`config.mk`:
```
export PLATFORM = sky130hd
export DESIGN_NAME = i2csel_switch
export DESIGN_NICKNAME = d
export VERILOG_FILES = /design/src/rtl/i2csel_pkg.sv /design/src/rtl/i2csel_sync.sv /design/src/rtl/i2csel_cond.sv /design/src/rtl/i2csel_fsm.sv /design/src/rtl/i2csel_switch.sv
export SDC_FILE = /design/constraint.sdc
export NUM_CORES = 1
export LEC_CHECK = 0
export ABC_AREA = 1
export BUFFER_PORTS_ARGS = -buffer_cell sky130_fd_sc_hd__buf_4
export CAP_MARGIN = 5
export CORE_AREA = 2 2 92 94
export CTS_CLUSTER_DIAMETER = 100
export DETAILED_ROUTE_END_ITERATION = 6
export DIE_AREA = 0 0 94 96
export PLACE_DENSITY = 0.58
export SYNTH_ARGS = -nofsm -noshare
export SYNTH_HDL_FRONTEND = slang
export SYNTH_SLANG_ARGS = --single-unit
```
`constraint.sdc`:
```
create_clock -name clk -period 1.2 [get_ports clk]
set_input_delay 0.24 -clock clk [delete_from_list [all_inputs] [get_ports clk]]
set_output_delay 0.24 -clock clk [all_outputs]
set_load 0.01 [all_outputs]
```
`src/rtl/i2csel_pkg.sv`:
```
package i2csel_pkg;
  localparam int BYTE_W = 8;
  localparam int CNT_W  = $clog2(BYTE_W);

  typedef enum logic [2:0] {
    ST_IDLE,
    ST_ADDR,
    ST_AACK,
    ST_WDAT,
    ST_WACK,
    ST_RDAT,
    ST_RACK,
    ST_SKIP
  } tgt_state_t;
endpackage

```
`src/rtl/i2csel_sync.sv`:
```
module i2csel_sync #(
  parameter int W      = 2,
  parameter int STAGES = 2
) (
  input  logic         clk,
  input  logic         rst_n,
  input  logic [W-1:0] d,
  output logic [W-1:0] q
);
  logic [W-1:0] pipe [STAGES];

  always_ff @(posedge clk) begin
    if (!rst_n) begin
      for (int i = 0; i < STAGES; i++) pipe[i] <= '1;
    end else begin
      pipe[0] <= d;
      for (int i = 1; i < STAGES; i++) pipe[i] <= pipe[i-1];
    end
  end

  assign q = pipe[STAGES-1];
endmodule

```
`src/rtl/i2csel_cond.sv`:
```
module i2csel_cond (
  input  logic clk,
  input  logic rst_n,
  input  logic scl_s,
  input  logic sda_s,
  output logic start_det,
  output logic stop_det,
  output logic scl_rise,
  output logic scl_fall
);
  logic scl_d, sda_d;

  always_ff @(posedge clk) begin
    if (!rst_n) begin
      scl_d <= 1'b1;
      sda_d <= 1'b1;
    end else begin
      scl_d <= scl_s;
      sda_d <= sda_s;
    end
  end

  // data edges while the clock line stays high are bus conditions
  assign start_det = scl_s & scl_d & sda_d & ~sda_s;
  assign stop_det  = scl_s & scl_d & ~sda_d & sda_s;
  assign scl_rise  = scl_s & ~scl_d;
  assign scl_fall  = ~scl_s & scl_d;
endmodule

```
`src/rtl/i2csel_fsm.sv`:
```
module i2csel_fsm
  import i2csel_pkg::*;
#(
  parameter logic [3:0] ADDR_HI = 4'b1110,
  parameter int         STRAP_W = 3
) (
  input  logic              clk,
  input  logic              rst_n,
  input  logic [STRAP_W-1:0] strap,
  input  logic              sda_s,
  input  logic              start_det,
  input  logic              stop_det,
  input  logic              scl_rise,
  input  logic              scl_fall,
  input  logic [BYTE_W-1:0] rd_val,
  output logic              sda_oe,
  output logic              wr_stb,
  output logic [BYTE_W-1:0] wr_byte
);
  tgt_state_t        state;
  logic [CNT_W-1:0]  bitcnt;
  logic [BYTE_W-1:0] shreg;
  logic [BYTE_W-1:0] txreg;
  logic              byte_done;
  logic              rw_q;
  logic              mack;

  always_ff @(posedge clk) begin
    if (!rst_n) begin
      state     <= ST_IDLE;
      bitcnt    <= '0;
      shreg     <= '0;
      txreg     <= '0;
      byte_done <= 1'b0;
      rw_q      <= 1'b0;
      mack      <= 1'b0;
      sda_oe    <= 1'b0;
      wr_stb    <= 1'b0;
      wr_byte   <= '0;
    end else begin
      wr_stb <= 1'b0;
      if (start_det) begin
        state     <= ST_ADDR;
        bitcnt    <= '0;
        byte_done <= 1'b0;
        sda_oe    <= 1'b0;
      end else if (stop_det) begin
        state     <= ST_IDLE;
        bitcnt    <= '0;
        byte_done <= 1'b0;
        sda_oe    <= 1'b0;
      end else begin
        case (state)
          ST_ADDR, ST_WDAT: begin
            if (scl_rise) begin
              shreg <= {shreg[BYTE_W-2:0], sda_s};
              if (bitcnt == CNT_W'(BYTE_W-1)) byte_done <= 1'b1;
              else bitcnt <= bitcnt + 1'b1;
            end else if (scl_fall && byte_done) begin
              byte_done <= 1'b0;
              bitcnt    <= '0;
              if (state == ST_ADDR) begin
                if (shreg[BYTE_W-1:1] == {ADDR_HI, strap}) begin
                  rw_q   <= shreg[0];
                  sda_oe <= 1'b1;
                  state  <= ST_AACK;
                end else begin
                  state  <= ST_SKIP;
                end
              end else begin
                wr_stb  <= 1'b1;
                wr_byte <= shreg;
                sda_oe  <= 1'b1;
                state   <= ST_WACK;
              end
            end
          end
          ST_AACK: begin
            if (scl_fall) begin
              if (rw_q) begin
                txreg  <= rd_val;
                sda_oe <= ~rd_val[BYTE_W-1];
                state  <= ST_RDAT;
              end else begin
                sda_oe <= 1'b0;
                state  <= ST_WDAT;
              end
            end
          end
          ST_WACK: begin
            if (scl_fall) begin
              sda_oe <= 1'b0;
              state  <= ST_WDAT;
            end
          end
          ST_RDAT: begin
            if (scl_fall) begin
              if (bitcnt == CNT_W'(BYTE_W-1)) begin
                sda_oe <= 1'b0;
                bitcnt <= '0;
                state  <= ST_RACK;
              end else begin
                bitcnt <= bitcnt + 1'b1;
                sda_oe <= ~txreg[BYTE_W-2];
                txreg  <= {txreg[BYTE_W-2:0], 1'b0};
              end
            end
          end
          ST_RACK: begin
            if (scl_rise) begin
              mack <= ~sda_s;
            end else if (scl_fall) begin
              if (mack) begin
                txreg  <= rd_val;
                sda_oe <= ~rd_val[BYTE_W-1];
                state  <= ST_RDAT;
              end else begin
                state  <= ST_SKIP;
              end
            end
          end
          default: ;
        endcase
      end
    end
  end
endmodule

```
`src/rtl/i2csel_switch.sv`:
```
module i2csel_switch
  import i2csel_pkg::*;
#(
  parameter logic [3:0] ADDR_HI     = 4'b1110,
  parameter int         STRAP_W     = 3,
  parameter int         SYNC_STAGES = 2
) (
  input  logic               clk,
  input  logic               rst_n,
  input  logic [STRAP_W-1:0] addr_strap,
  input  logic               scl_i,
  input  logic               sda_i,
  output logic               sda_oe,
  output logic [BYTE_W-1:0]  chan_en
);
  logic              scl_s, sda_s;
  logic              start_det, stop_det, scl_rise, scl_fall;
  logic              wr_stb;
  logic [BYTE_W-1:0] wr_byte;
  logic [BYTE_W-1:0] ctrl_q;

  i2csel_sync #(.W(2), .STAGES(SYNC_STAGES)) u_sync (
    .clk   (clk),
    .rst_n (rst_n),
    .d     ({scl_i, sda_i}),
    .q     ({scl_s, sda_s})
  );

  i2csel_cond u_cond (
    .clk       (clk),
    .rst_n     (rst_n),
    .scl_s     (scl_s),
    .sda_s     (sda_s),
    .start_det (start_det),
    .stop_det  (stop_det),
    .scl_rise  (scl_rise),
    .scl_fall  (scl_fall)
  );

  i2csel_fsm #(.ADDR_HI(ADDR_HI), .STRAP_W(STRAP_W)) u_fsm (
    .clk       (clk),
    .rst_n     (rst_n),
    .strap     (addr_strap),
    .sda_s     (sda_s),
    .start_det (start_det),
    .stop_det  (stop_det),
    .scl_rise  (scl_rise),
    .scl_fall  (scl_fall),
    .rd_val    (ctrl_q),
    .sda_oe    (sda_oe),
    .wr_stb    (wr_stb),
    .wr_byte   (wr_byte)
  );

  // stored selection: updated per received byte
  always_ff @(posedge clk) begin
    if (!rst_n)      ctrl_q <= '0;
    else if (wr_stb) ctrl_q <= wr_byte;
  end

  // applied selection: follows the register only at a STOP
  always_ff @(posedge clk) begin
    if (!rst_n)        chan_en <= '0;
    else if (stop_det) chan_en <= ctrl_q;
  end
endmodule

```
Word level (Yosys, flattened, before mapping). Memory sizes are Yosys's and may differ from the RTL's. Index checks and enable logic that the tools add are counted. W data, S select, Z words.

Register bits: 52. Bits in latches: 0. Memory bits (writable): 4. Bits in read-only memories: 0. Input bits: 7. Output and inout port bits: 9. Logic and storage cells: 139. Memories kept: 1.

Memories: u_sync.pipe (words 2, bits a word 2, rd ports 2, clocked after Yosys merged registers in 0, wr ports 2, RTL line i2csel_sync.sv:10) `logic [W-1:0] pipe [STAGES];`.

Add/sub/neg operators: 1. Multiply operators: 0. Div/mod/pow operators: 0. $lt $le $gt $ge: 0. Eq/ne operators: 31. Shift operators: 0. Mux-type cells: 50. Bitwise operators: 22. Reduce and logical (&&, ||, !) cells: 19.

Operators with widths (count): $mux W7 (7); $mux W3 (16); $ne A4 B3 Y1 const B (6); $pmux W7 S3 (1); $mux W1 (20); $reduce_and A10 Y1 (2); $ne A2 B1 Y1 const B (9); $reduce_and A9 Y1 (2); $pmux W3 S5 (1); $not A1 Y1 (13); $eq A3 B3 Y1 const B (4); $reduce_and A4 Y1 (3); $ne A4 B4 Y1 const B (2); $and A1 B1 Y1 (7); $eq A7 B7 Y1 (1); $reduce_and A7 Y1 (1); $reduce_bool A7 Y1 (1); $eq A3 B2 Y1 const B (2); $mux W2 (3); $ne A2 B2 Y1 const B (3); $ne A3 B3 Y1 const B (2); $pmux W3 S2 (1); $reduce_and A6 Y1 (1); $reduce_or A6 Y1 (1); 12 further kinds (14).

Longest topological paths before layout. Gate-level depths: netlist of the first run. An unclocked memory read counts as a cell.

Depth in word-level cells: 9. Mapped depth: 11. Gate-level depth less buffers: 11.

Cells and area by module. A second synthesis of the first run with hierarchy kept.

Cell total of the unflattened synthesis: 394. Area total of the unflattened synthesis: 2675.1 um2.

By module, submodules not included: i2csel_fsm (instances 1, cells each 263, area each 1755.4 um2, seq. area each 680.7 um2); i2csel_switch (instances 1, cells each 102, area each 705.7 um2, seq. area each 320.3 um2); i2csel_sync (instances 1, cells each 14, area each 125.1 um2, seq. area each 80.1 um2); i2csel_cond (instances 1, cells each 15, area each 88.8 um2, seq. area each 40.0 um2).

Least setup slack after synthesis of the first run. No wires, ideal clock.

Path kind: flip-flop to flip-flop. Start point: register u_fsm.bitcnt[0]. End point: register u_fsm.txreg[1]. Library setup time: 116 ps. Arrival time: 1236 ps. Data required time: 1084 ps. Setup slack: -153 ps. Cell stages (with the launch flop): 10. Buffers on the path: 1. Period minus slack after synthesis: 1353 ps. Cell sequence: dfxtp_1 ha_1 ha_1 inv_1 nand2_2 nand2_1 nand3_2 buf_6 o21ai_1 a21oi_1.

Longest elaborated chain between the ends: 3.

RTL lines: start, declared (RTL line i2csel_fsm.sv:21) `logic [CNT_W-1:0] bitcnt;`; start signal, assigned (RTL line i2csel_fsm.sv:58) `else bitcnt <= bitcnt + 1'b1;`; start signal, assigned (RTL line i2csel_fsm.sv:103) `bitcnt <= bitcnt + 1'b1;`; $eq A3 B3 Y1 (RTL line i2csel_fsm.sv:98) `if (bitcnt == CNT_W'(BYTE_W-1)) begin`; $ne A2 B2 Y1 (no source line); $reduce_and A10 Y1 (no source line); end signal, assigned (RTL line i2csel_fsm.sv:81) `txreg <= rd_val;`; end signal, assigned (RTL line i2csel_fsm.sv:105) `txreg <= {txreg[BYTE_W-2:0], 1'b0};`; end signal, assigned (RTL line i2csel_fsm.sv:114) `txreg <= rd_val;`; end, declared (RTL line i2csel_fsm.sv:23) `logic [BYTE_W-1:0] txreg;`.

No other way between the ends. A chain may end at the register's enable or synchronous reset.

Final worst setup path of the first run.
Start point: register u_fsm.bitcnt[0]. End point: register u_fsm.txreg[4].

Same word-level chain as after synthesis.

==> results.toml, run 1 <==
[drt]
dr.first_iter.drc_count = 64
drtAntennaViolNets = 0
wire_per_inst_um = 12.02
num_vias = 2325
drc_errors = 0
drt-vias-per-instance = 4.568
drt-total-wl_mm = 6.118
dr.pass1.iters = 4

[grt]
grt.overflow.total = 0
grt_pass1_wl_mm = 10.56
grt.total_usage = 0.1470
grt_max_degree = 35
antenna_found_initial = 0
grt_pass1_vias = 2283

[worst_setup_path]
cp.depth = 8
startpoint_type = "register"
r2r-start = "u_fsm.bitcnt[0]"
regToRegEndpoint = "u_fsm.txreg[4]"
crit_start = "u_fsm.bitcnt[0]"
critical_path.cell_chain = "ha_4 > ha_4 > inv_2 > nand2_4 > nand2_4 > nand3_4 > buf_4 > a21oi_1"
timing.critical_path.to = "u_fsm.txreg[4]"
critPathCaptureType = "register"
path_buf_inv = 2
path_class = "register to register"
crit_slowest_cell = "dfxtp_2"
reg2regPathDepth = 8
cp_slowest_stage_delay_ps = 350
critPathTopFamily = "flip-flops"
cp.required_ps = 1450
cp_max_fo = 6
arrival_ps = 1590
reg2reg_slack_ps = -140

[synth]
synth_edf_count = 0
avgSynthCellArea_um2 = 7.244
syn_inst = 338
async_reset_ff_frac = 0
synth_area_leaders = "dfxtp_1 (46%), nor2_1 (9.2%), o21ai_0 (9.0%)"
yosysSeqAreaShare = 0.4578
synth_area_leader_cell = "dfxtp_1"
synth_nets = 347
syn_area_um2 = 2449
synth_top_area_frac = 0.4578
ys.flop_type = "dfxtp_1"
ys_types = 28
synth-warning-count = 0
ys_ff_latch = 56

[clock_network]
root_buffer = "clkbuf_8"
clk_pin_slew_worst_paths_ps = 100
htree_levels = 2
clockBufferDepth = 2
cts_tree = "built"
insertion_delay_ps = 320
cts_buffers = 5
clock-sinks = 56

[layout]
syn_to_final_growth_pct = 47.32
layout.nets = 412
final_cell_count_no_fill = 509
diodes = 0
drive_above_1_share = 0.4307

[pwr]
clockPowerShare = 0.196
p_per_area_nw_per_um2 = 1524
netSwitchingFraction = 0.3734
p_leak_nw = 1.586
p_int_mw = 3.445
ir_drop_mv = 0.6874
pwr-share-seq = 0.397
switchingPower_mw = 2.053
p_comb_frac = 0.407
power_mw = 5.498

[sta]
slew_viol_final = 0
fin_hold_ws_ps = 112.5
fin_tns_setup_ps = -2762
rsz0062_at_grt = "true"
hold_viol = 0
fin_skew_ps = 12.27
fin_crit_ps = 1340
fin_crit_sh = 1.117
setup_viol = 33
relSlewSlack = 0.8268
timing.final.ws_setup_ps = -139.8
max_freq_mhz = 746.4
tightest_slew_ps = 257.1

[place]
gp_congestion = 0.8349
placed_cells_incl_taps = 492
hpwl_mm = 4.212
io_buffers = 15

[hold_path]
holdPathStages = 2
hold_path_class = "input pin to register"

[floorplan]
die_h_um = 96
initial_utilization = 0.3041
io_pins = 16
die-width_um = 94
rows = 33
fp.dieArea_um2 = 9024
core-area_um2 = 8051

[job]
maxCapViolations = 0

[outcome]
outcome = "finished, violations left"
violations = "setup timing"
## through the flow
| stage | util | setup slack (ps) | cell area [um2] |
|---|---|---|---|
| floorplan | - | -91.34 | 2490 |
| global placement | 0.3744 | -219.6 | 3014 |
| detailed placement | 0.3744 | -261.2 | 3014 |
| CTS | 0.4196 | -129.3 | 3378 |
| global route | 0.4480 | -218.0 | 3607 |
| finish | 0.4480 | -139.8 | 3607 |
## power by group through the flow
stage	sequential [mW]	combinational, mW	clock [mW]
6_report	2.18	2.24	1.08
5_1_grt	2.20	2.47	1.18
4_1_cts	2.18	2.06	1.13
3_5_place_dp	2.17	1.67	0
3_3_place_gp	2.16	1.65	0
2_1_floorplan	2.16	1.10	0
## metal layers
metal,vias up,GRT usage,part of all wire
met1,1072,0.1864,0.47
met2,26,0.2583,0.49
li1,1219,-,-
met3,8,0.02584,0.028
met5,-,0,0
met4,0,0.03865,0.012
## sequential cells by signal, summed over array words and instances (netlist names)
register	flops
chan_en	8
ctrl_q	8
u_cond.scl_d	1
u_cond.sda_d	1
u_fsm.bitcnt	3
u_fsm.byte_done	1
u_fsm.mack	1
u_fsm.rw_q	1
u_fsm.sda_oe	1
u_fsm.shreg	8
u_fsm.state	3
u_fsm.txreg	7
u_fsm.wr_byte	8
u_fsm.wr_stb	1
u_sync.pipe	4
## cell type report
class	count	area, um2
inverters	42	185.2
flip-flops and latches	56	1142
clock buffers	5	68.82
clock inverters	3	22.52
fillers	797	4444
repair buffers	66	596.8
multi-input cells	232	1460
well taps	105	131.4
## synth_stat cells (2+ instances only)
cell and count:
nor2_1 60, dfxtp_1 56, nand2_1 53, o21ai_0 44
inv_1 36, a21oi_1 27, nand3_1 6, nand3_2 6
inv_2 5, nand2_2 5, nand4_1 5, o21ai_1 5
clkbuf_1 4, or2_2 4, nor2_2 3, nor3_1 3
and2_1 2, buf_2 2, buf_6 2, ha_1 2
## how the worst min path moves through the flow
stage	start	to	slack (ps)
2_1_floorplan	sda_i	u_sync.pipe[0][0]	350
3_3_place_gp	u_sync.pipe[0][0]	u_sync.pipe[0][2]	400
3_5_place_dp	u_sync.pipe[0][0]	u_sync.pipe[0][2]	400
4_1_cts	sda_i	u_sync.pipe[0][0]	100
5_1_grt	scl_i	u_sync.pipe[0][1]	100
6_report	sda_i	u_sync.pipe[0][0]	110
## timing repair
action / in CTS / in global routing
buffers inserted: 6 / 4
pin swaps: 21 / 22
gates cloned: 2 / 0
setup endpoints to repair: 38 / 42
resized for setup: 70 / 73
hold buffers: 0 / 0
## layout by cell type, fill, tap and decap left out, drive strengths merged, types with 2 or more instances in the layout
cell type,n
dfxtp,56
nor2,64
o21ai,49
ha,2
buf,66
nand2,59
and2,2
clkbuf,5
nand3,13
clkinv,3
nor3,3
inv,42
or2,4
nand4,5
a21oi,28
## logic make-up (layout without fill, tap and decap cells)
kind of cell / after synthesis / count (layout) / share of synthesized area
flops: 56 / 56 / 0.4578
simple gates: 150 / 151 / 0.2795
buf+inv: 51 / 116 / 0.08687
compound gates: 79 / 79 / 0.1656
fa+ha+maj: 2 / 2 / 0.01022
No activity file was read; power rests on OpenSTA's default activity.
==> inputs of run 2 (changes only) <==
--- a/config.mk
+++ b/config.mk
@@ -5,14 +5,14 @@
 export SDC_FILE = /design/constraint.sdc
 export NUM_CORES = 1
 export LEC_CHECK = 0
-export ABC_AREA = 1
-export BUFFER_PORTS_ARGS = -buffer_cell sky130_fd_sc_hd__buf_4
+export ABC_AREA = 0
+export BUFFER_PORTS_ARGS = -buffer_cell sky130_fd_sc_hd__buf_2
 export CAP_MARGIN = 5
-export CORE_AREA = 2 2 92 94
+export CORE_AREA = 2 2 94 96
 export CTS_CLUSTER_DIAMETER = 100
 export DETAILED_ROUTE_END_ITERATION = 6
-export DIE_AREA = 0 0 94 96
-export PLACE_DENSITY = 0.58
+export DIE_AREA = 0 0 96 98
+export PLACE_DENSITY = 0.57
 export SYNTH_ARGS = -nofsm -noshare
 export SYNTH_HDL_FRONTEND = slang
 export SYNTH_SLANG_ARGS = --single-unit
==> run 2 against run 1 <==
Net effect: the run still ends with setup timing left; worst hold slack worse by 10 ps; sequential power down 14%; power down 41%; largest power group is now sequential cells.
==> results.toml, run 2 <==
[worst_setup_path]
path_class = "register to register"
startpoint_type = "register"
cp_slowest_stage_delay_ps = 360
arrival_ps = 1830
cp_max_fo = 5
crit_slowest_cell = "dfxtp_2"
critical_path.cell_chain = "ha_4 > ha_4 > o32ai_2 > nand3_2 > a211o_1 > a21oi_2"
critPathCaptureType = "register"
cp.required_ps = 1460
cp_common_cell = "ha_4"
reg2regPathDepth = 6

[synth]
synth_area_leaders = "dfxtp_1 (44%), nand2_1 (7.9%), a21boi_0 (6.6%)"
synth_edf_count = 0
synth-warning-count = 0
syn_inst = 288
ys_ff_latch = 56
yosysMostFrequentCell = "dfxtp_1"
synth_common_cells = "dfxtp_1 (56), nand2_1 (53), a21boi_0 (22)"
ys.flop_type = "dfxtp_1"
synth_area_leader_cell = "dfxtp_1"
yosysSeqAreaShare = 0.4447
synth_top_area_frac = 0.4447
synth_nets = 297
async_reset_ff_frac = 0
avgSynthCellArea_um2 = 8.754
ys_types = 44
syn_area_um2 = 2521

[pwr]
pwr-share-seq = 0.583
switchingPower_mw = 0.7923
p_int_mw = 2.428
ir_drop_mv = 0.4243
p_leak_nw = 1.341
netSwitchingFraction = 0.2460
clockPowerShare = 0.340
power_mw = 3.220
p_per_area_nw_per_um2 = 912.0
p_comb_frac = 0.077

[grt]
antenna_found_initial = 0
grt_max_degree = 46
grt.overflow.total = 0
grt_pass1_vias = 2115
grt.total_usage = 0.1314
grt_pass1_wl_mm = 9.853

[layout]
drive_above_1_share = 0.3932
post-route-util = 0.4171
layout.nets = 359
mostFrequentLayoutCell = "dfxtp_1"
most-common-layout-cells = "dfxtp_1 (49), nand2_1 (46), buf_4 (41), a21boi_1 (22), buf_2 (15)"
diodes = 0
syn_to_final_growth_pct = 40.05

[floorplan]
io_pins = 16
die-width_um = 96
die_h_um = 98
initial_utilization = 0.2978
fp.dieArea_um2 = 9408
core-area_um2 = 8466
rows = 34

[sta]
fin_crit_ps = 1569
fin_skew_ps = 12.86
timing.final.ws_setup_ps = -368.7
slew_viol_final = 0
tightest_slew_ps = 461.0
rsz0062_at_grt = "true"
fin_crit_sh = 1.307
setup_viol = 33
max_freq_mhz = 637.5
hold_viol = 0
relSlewSlack = 0.6883

[place]
gp_congestion = 0.8295
io_buffers = 15
hpwl_mm = 4.169

[clock_network]
insertion_delay_ps = 320
clock-sinks = 56
clk_pin_slew_worst_paths_ps = 110
cts_tree = "built"
cts-hold-fix-buffers = 0
cts_buffers = 5
root_buffer = "clkbuf_8"
htree_levels = 2
clockBufferDepth = 2

[hold_path]
holdPathStages = 2
hold_path_class = "input pin to register"

[drt]
drtAntennaViolNets = 0
wire_per_inst_um = 13.44
dr.pass1.iters = 5
drc_errors = 0
drt-vias-per-instance = 4.673
drt-total-wl_mm = 6.167
dr.first_iter.drc_count = 80
num_vias = 2145

[outcome]
violations = "setup timing"
outcome = "finished, violations left"

[job]
maxCapViolations = 0
run 2: cell types whose count changed in the layout (fill, tap and decap cells not counted), moves of 7 or more:
cell | before | now
a21oi_1 | 20 | 7
o21ai_2 | 19 | 2
a21boi_1 | 0 | 22
mux2i_1 | 0 | 12
o21ai_0 | 16 | 6
buf_2 | 0 | 15
nor2_2 | 8 | 1
nand3_1 | 2 | 11
nand2b_1 | 0 | 9
nor2b_1 | 0 | 9
inv_1 | 28 | 5
nor2_1 | 49 | 8
run 2: worst paths after layout:
path	from	end	slack (ps)
hold reg to reg	u_sync.pipe[0][1]	u_sync.pipe[0][3]	410
setup reg to reg	u_fsm.bitcnt[0]	u_fsm.bitcnt[2]	-370
setup / recovery	u_fsm.bitcnt[0]	u_fsm.bitcnt[2]	-370
hold / removal	sda_i	u_sync.pipe[0][0]	100
run 2: power by group through the flow:
stage | logic (mW) | registers (mW) | clock network, mW
after floorplan | 0.104 | 1.91 | 0
after global placement | 0.181 | 1.92 | 0
after detailed placement | 0.184 | 1.92 | 0
final | 0.247 | 1.88 | 1.10
after global routing | 0.265 | 1.88 | 1.24
after CTS | 0.187 | 1.88 | 1.14
run 2: through the flow:
| step | hold slack (ps) | cell area [um2] | setup TNS [ps] | cells | worst slack, ps |
|---|---|---|---|---|---|
| final | 102.0 | 3531 | -6586 | 459 | -368.7 |
| after global routing | 91.22 | 3531 | -8909 | 459 | -431.5 |
| after CTS | 89.54 | 3209 | -9801 | 448 | -360.3 |
| after detailed placement | 393.0 | 3069 | -10200 | 438 | -385.8 |
| after global placement | 390.5 | 3069 | -9719 | 438 | -384.0 |
| after floorplan | 341.5 | 2577 | -2593 | 288 | -233.7 |
run 2: cell type report:
cell class | count | area [um2]
fillers | 835 | 4935
multi-input cells | 208 | 1518
flip-flops and latches | 56 | 1137
repair buffers | 73 | 616.8
well taps | 108 | 135.1
clock buffers | 5 | 68.82
clock inverters | 3 | 27.53
inverters | 6 | 27.53
run 2: logic make-up after synthesis:
kind of cell | Yosys count | share of synthesized area
flip-flops | 56 | 0.4447
AO/OA/AOI/OAI | 61 | 0.1648
multiplexers | 18 | 0.07444
AND/OR/NAND/NOR | 123 | 0.2486
adder cells (fa/ha/maj) | 2 | 0.009924
XOR/XNOR | 4 | 0.01389
buffers and inverters | 24 | 0.04367
run 2: per-layer routing:
metal  vias to the layer above  track usage  part of all wire  wire length, um
met4                         0      0.04835             0.019              118
met1                      1001       0.1728              0.46             2823
met5                         -            0                 0                0
met3                        11      0.02623             0.027              169
met2                        26       0.2110              0.50             3056
li1                       1107            -                 -                -
run 2: repair_timing:
item / CTS / global route
resized for setup: 8 / 81
pin swaps: 3 / 16
setup buffers: 2 / 12
hold endpoints to repair: 0 / 0
endpoints found under the setup margin: 42 / 42
run 2: critical path: cells and delay by family (launching register included):
family	cells	cell delay, ps
DFF	1	360
and+or+nand+nor	1	160
adders and majority gates	2	330
AOI/OAI and AO/OA	3	650
==> inputs of run 3 (changes only) <==
--- a/config.mk
+++ b/config.mk
@@ -8,11 +8,12 @@
 export ABC_AREA = 0
 export BUFFER_PORTS_ARGS = -buffer_cell sky130_fd_sc_hd__buf_2
 export CAP_MARGIN = 5
-export CORE_AREA = 2 2 94 96
+export CORE_AREA = 2 2 93 95
 export CTS_CLUSTER_DIAMETER = 100
 export DETAILED_ROUTE_END_ITERATION = 6
-export DIE_AREA = 0 0 96 98
+export DIE_AREA = 0 0 95 97
 export PLACE_DENSITY = 0.57
 export SYNTH_ARGS = -nofsm -noshare
 export SYNTH_HDL_FRONTEND = slang
+export SYNTH_HIERARCHICAL = 1
 export SYNTH_SLANG_ARGS = --single-unit
==> run 3 against run 2 <==
Net effect: the flow still finishes with violations (setup timing); core utilization rose by 1.0 points; critical path depth rose by 2; cell count is 6.5% lower; register-to-register slack worse by 80 ps; wire length is 3.4% lower; synthesized cell count shrank 8.3%; combinational power down 18%; via count down 6.2%; clock power increased by 17%.
==> results.toml, run 3 <==
[outcome]
violations = "setup timing"
outcome = "finished, violations left"

[synth]
ys_types = 48
synth_top_area_frac = 0.4500
syn_area_um2 = 2491
ys.flop_type = "dfxtp_1"
synth_edf_count = 0
synth_nets = 273
synth_area_leader_cell = "dfxtp_1"
async_reset_ff_frac = 0
ys_ff_latch = 56
yosysMostFrequentCell = "dfxtp_1"
synth-warning-count = 6
synth_common_cells = "dfxtp_1 (56), mux2i_1 (31), nor2_1 (31)"
yosysSeqAreaShare = 0.4500
avgSynthCellArea_um2 = 9.436
synth_area_leaders = "dfxtp_1 (45%), mux2i_1 (12%), nor2b_1 (5.3%)"
syn_inst = 264

[drt]
dr.first_iter.drc_count = 73
wire_per_inst_um = 13.89
drt-vias-per-instance = 4.690
drc_errors = 0
drtAntennaViolNets = 0
drt-total-wl_mm = 5.960
num_vias = 2012
dr.pass1.iters = 4

[sta]
max_freq_mhz = 607.1
rsz0062_at_grt = "true"
hold_viol = 0
relSlewSlack = 0.8041
setup_viol = 34
fin_crit_ps = 1647
slew_viol_final = 0
fin_crit_sh = 1.373
fin_skew_ps = 6.820
tightest_slew_ps = 292.8
timing.final.ws_setup_ps = -447.2

[hold_path]
holdPathEnd = "u_sync/pipe[0][0]"
holdPathStages = 2
hold_path_class = "input pin to register"
min_from = "sda_i"

[layout]
syn_to_final_growth_pct = 39.58
drive_above_1_share = 0.3920
most-common-layout-cells = "dfxtp_1 (50), buf_4 (41), mux2i_1 (31), nor2_1 (28), nand2_1 (21)"
layout.nets = 332
post-route-util = 0.4275
mostFrequentLayoutCell = "dfxtp_1"
final_area_um2 = 3477
diodes = 0

[floorplan]
die_h_um = 97
io_pins = 16
initial_utilization = 0.3063
die-width_um = 95
rows = 33
fp.dieArea_um2 = 9215
core-area_um2 = 8134

[worst_setup_path]
regToRegEndpoint = "u_fsm/txreg[4]"
cp_slowest_stage_delay_ps = 350
cp_common_cell = "ha_4"
startpoint_type = "register"
reg2regPathDepth = 8
cp_max_fo = 8
crit_slowest_cell = "dfxtp_2"
path_class = "register to register"
reg2reg_slack_ps = -450
cp.required_ps = 1430
arrival_ps = 1880
critical_path.cell_chain = "ha_4 > ha_4 > nand2b_4 > nor2_2 > o2111a_2 > buf_12 > nor2_4 > a311oi_2"
critPathCaptureType = "register"
r2r-start = "u_fsm/bitcnt[1]"

[clock_network]
cts_buffers = 5
clk_pin_slew_worst_paths_ps = 110
clock-sinks = 56
cts_tree = "built"
root_buffer = "clkbuf_8"
cts-hold-fix-buffers = 0
clockBufferDepth = 2
htree_levels = 2
insertion_delay_ps = 320

[grt]
grt_max_degree = 26
antenna_found_initial = 0
grt_pass1_wl_mm = 9.887
grt.total_usage = 0.1355
grt_pass1_vias = 2047
grt.overflow.total = 0

[pwr]
p_leak_nw = 1.394
p_per_area_nw_per_um2 = 968.7
ir_drop_mv = 0.4865
power_mw = 3.368

[place]
gp_congestion = 0.8604
post_dp_cell_area_um2 = 3033
io_buffers = 15
hpwl_mm = 4.111

[job]
maxCapViolations = 0
-- run 3: kinds of logic (layout without fill, tap and decap cells) --
| family | after synthesis | in the layout | share of synthesized area |
|---|---|---|---|
| flip-flops | 56 | 56 | 0.4500 |
| XOR/XNOR | 3 | 3 | 0.01055 |
| AND/OR/NAND/NOR | 109 | 109 | 0.2290 |
| AO/OA/AOI/OAI | 43 | 43 | 0.1286 |
| adder cells (fa/ha/maj) | 2 | 2 | 0.01004 |
| buffers and inverters | 20 | 80 | 0.04721 |
| multiplexers | 31 | 31 | 0.1246 |
-- run 3: worst max-delay path: cells and delay by family (launching register included) --
kind / cells / cell delay [ps]
compound gates: 2 / 490
flops: 1 / 350
fa+ha+maj: 2 / 320
simple gates: 3 / 240
buf+inv: 1 / 160
-- run 3: cell type report --
cell class / instances / area [um2]
fill: 780 / 4657
inverter: 5 / 18.77
tap: 105 / 131.4
multi-input combinational: 188 / 1531
clock buffer: 5 / 68.82
clock inverter: 3 / 46.29
sequential: 56 / 1134
timing repair buffer: 67 / 546.8
-- run 3: repair_timing --
action / CTS / global route
cloned: 0 / 1
setup endpoints to repair: 42 / 42
pin swaps: 19 / 22
gates resized for setup: 32 / 23
buffers inserted: 6 / 3
-- run 3: where the power goes --
group / leakage [nW] / internal (mW) / switching [mW]
Sequential: 0.454 / 1.86 / 0.00734
Combinational: 0.880 / 0.0985 / 0.103
Clock: 0.0600 / 0.634 / 0.661
Total: 1.39 / 2.60 / 0.771
-- run 3: metrics by stage --
| step | TNS [ps] | worst slack, ps | cells | hold slack [ps] |
|---|---|---|---|---|
| after detailed placement | -12750 | -523.0 | 413 | 408.5 |
| after CTS | -11200 | -441.9 | 426 | 96.09 |
| after floorplan | -8711 | -341.2 | 264 | 313.0 |
| final | -11110 | -447.2 | 429 | 98.50 |
| after global routing | -13990 | -522.5 | 429 | 81.50 |
| after global placement | -12000 | -494.6 | 413 | 390.9 |
-- run 3: worst max path at each step --
stage	start	to	cells past startpoint
after CTS	u_fsm/bitcnt[1]	u_fsm/txreg[4]	8
after floorplan	u_fsm/bitcnt[0]	u_fsm/txreg[5]	8
after global placement	u_sync/pipe[0][3]	u_fsm/state[0]	7
after global routing	u_fsm/bitcnt[1]	u_fsm/txreg[4]	8
final	u_fsm/bitcnt[1]	u_fsm/txreg[4]	8
after detailed placement	u_sync/pipe[0][3]	u_fsm/state[0]	7
-- run 3: per-layer routing --
metal,wire (um),global-route usage,vias to the layer above
met4,82,0.04459,0
li1,-,-,1039
met3,208,0.03349,7
met5,0,0,-
met1,2754,0.1748,938
met2,2916,0.2193,28
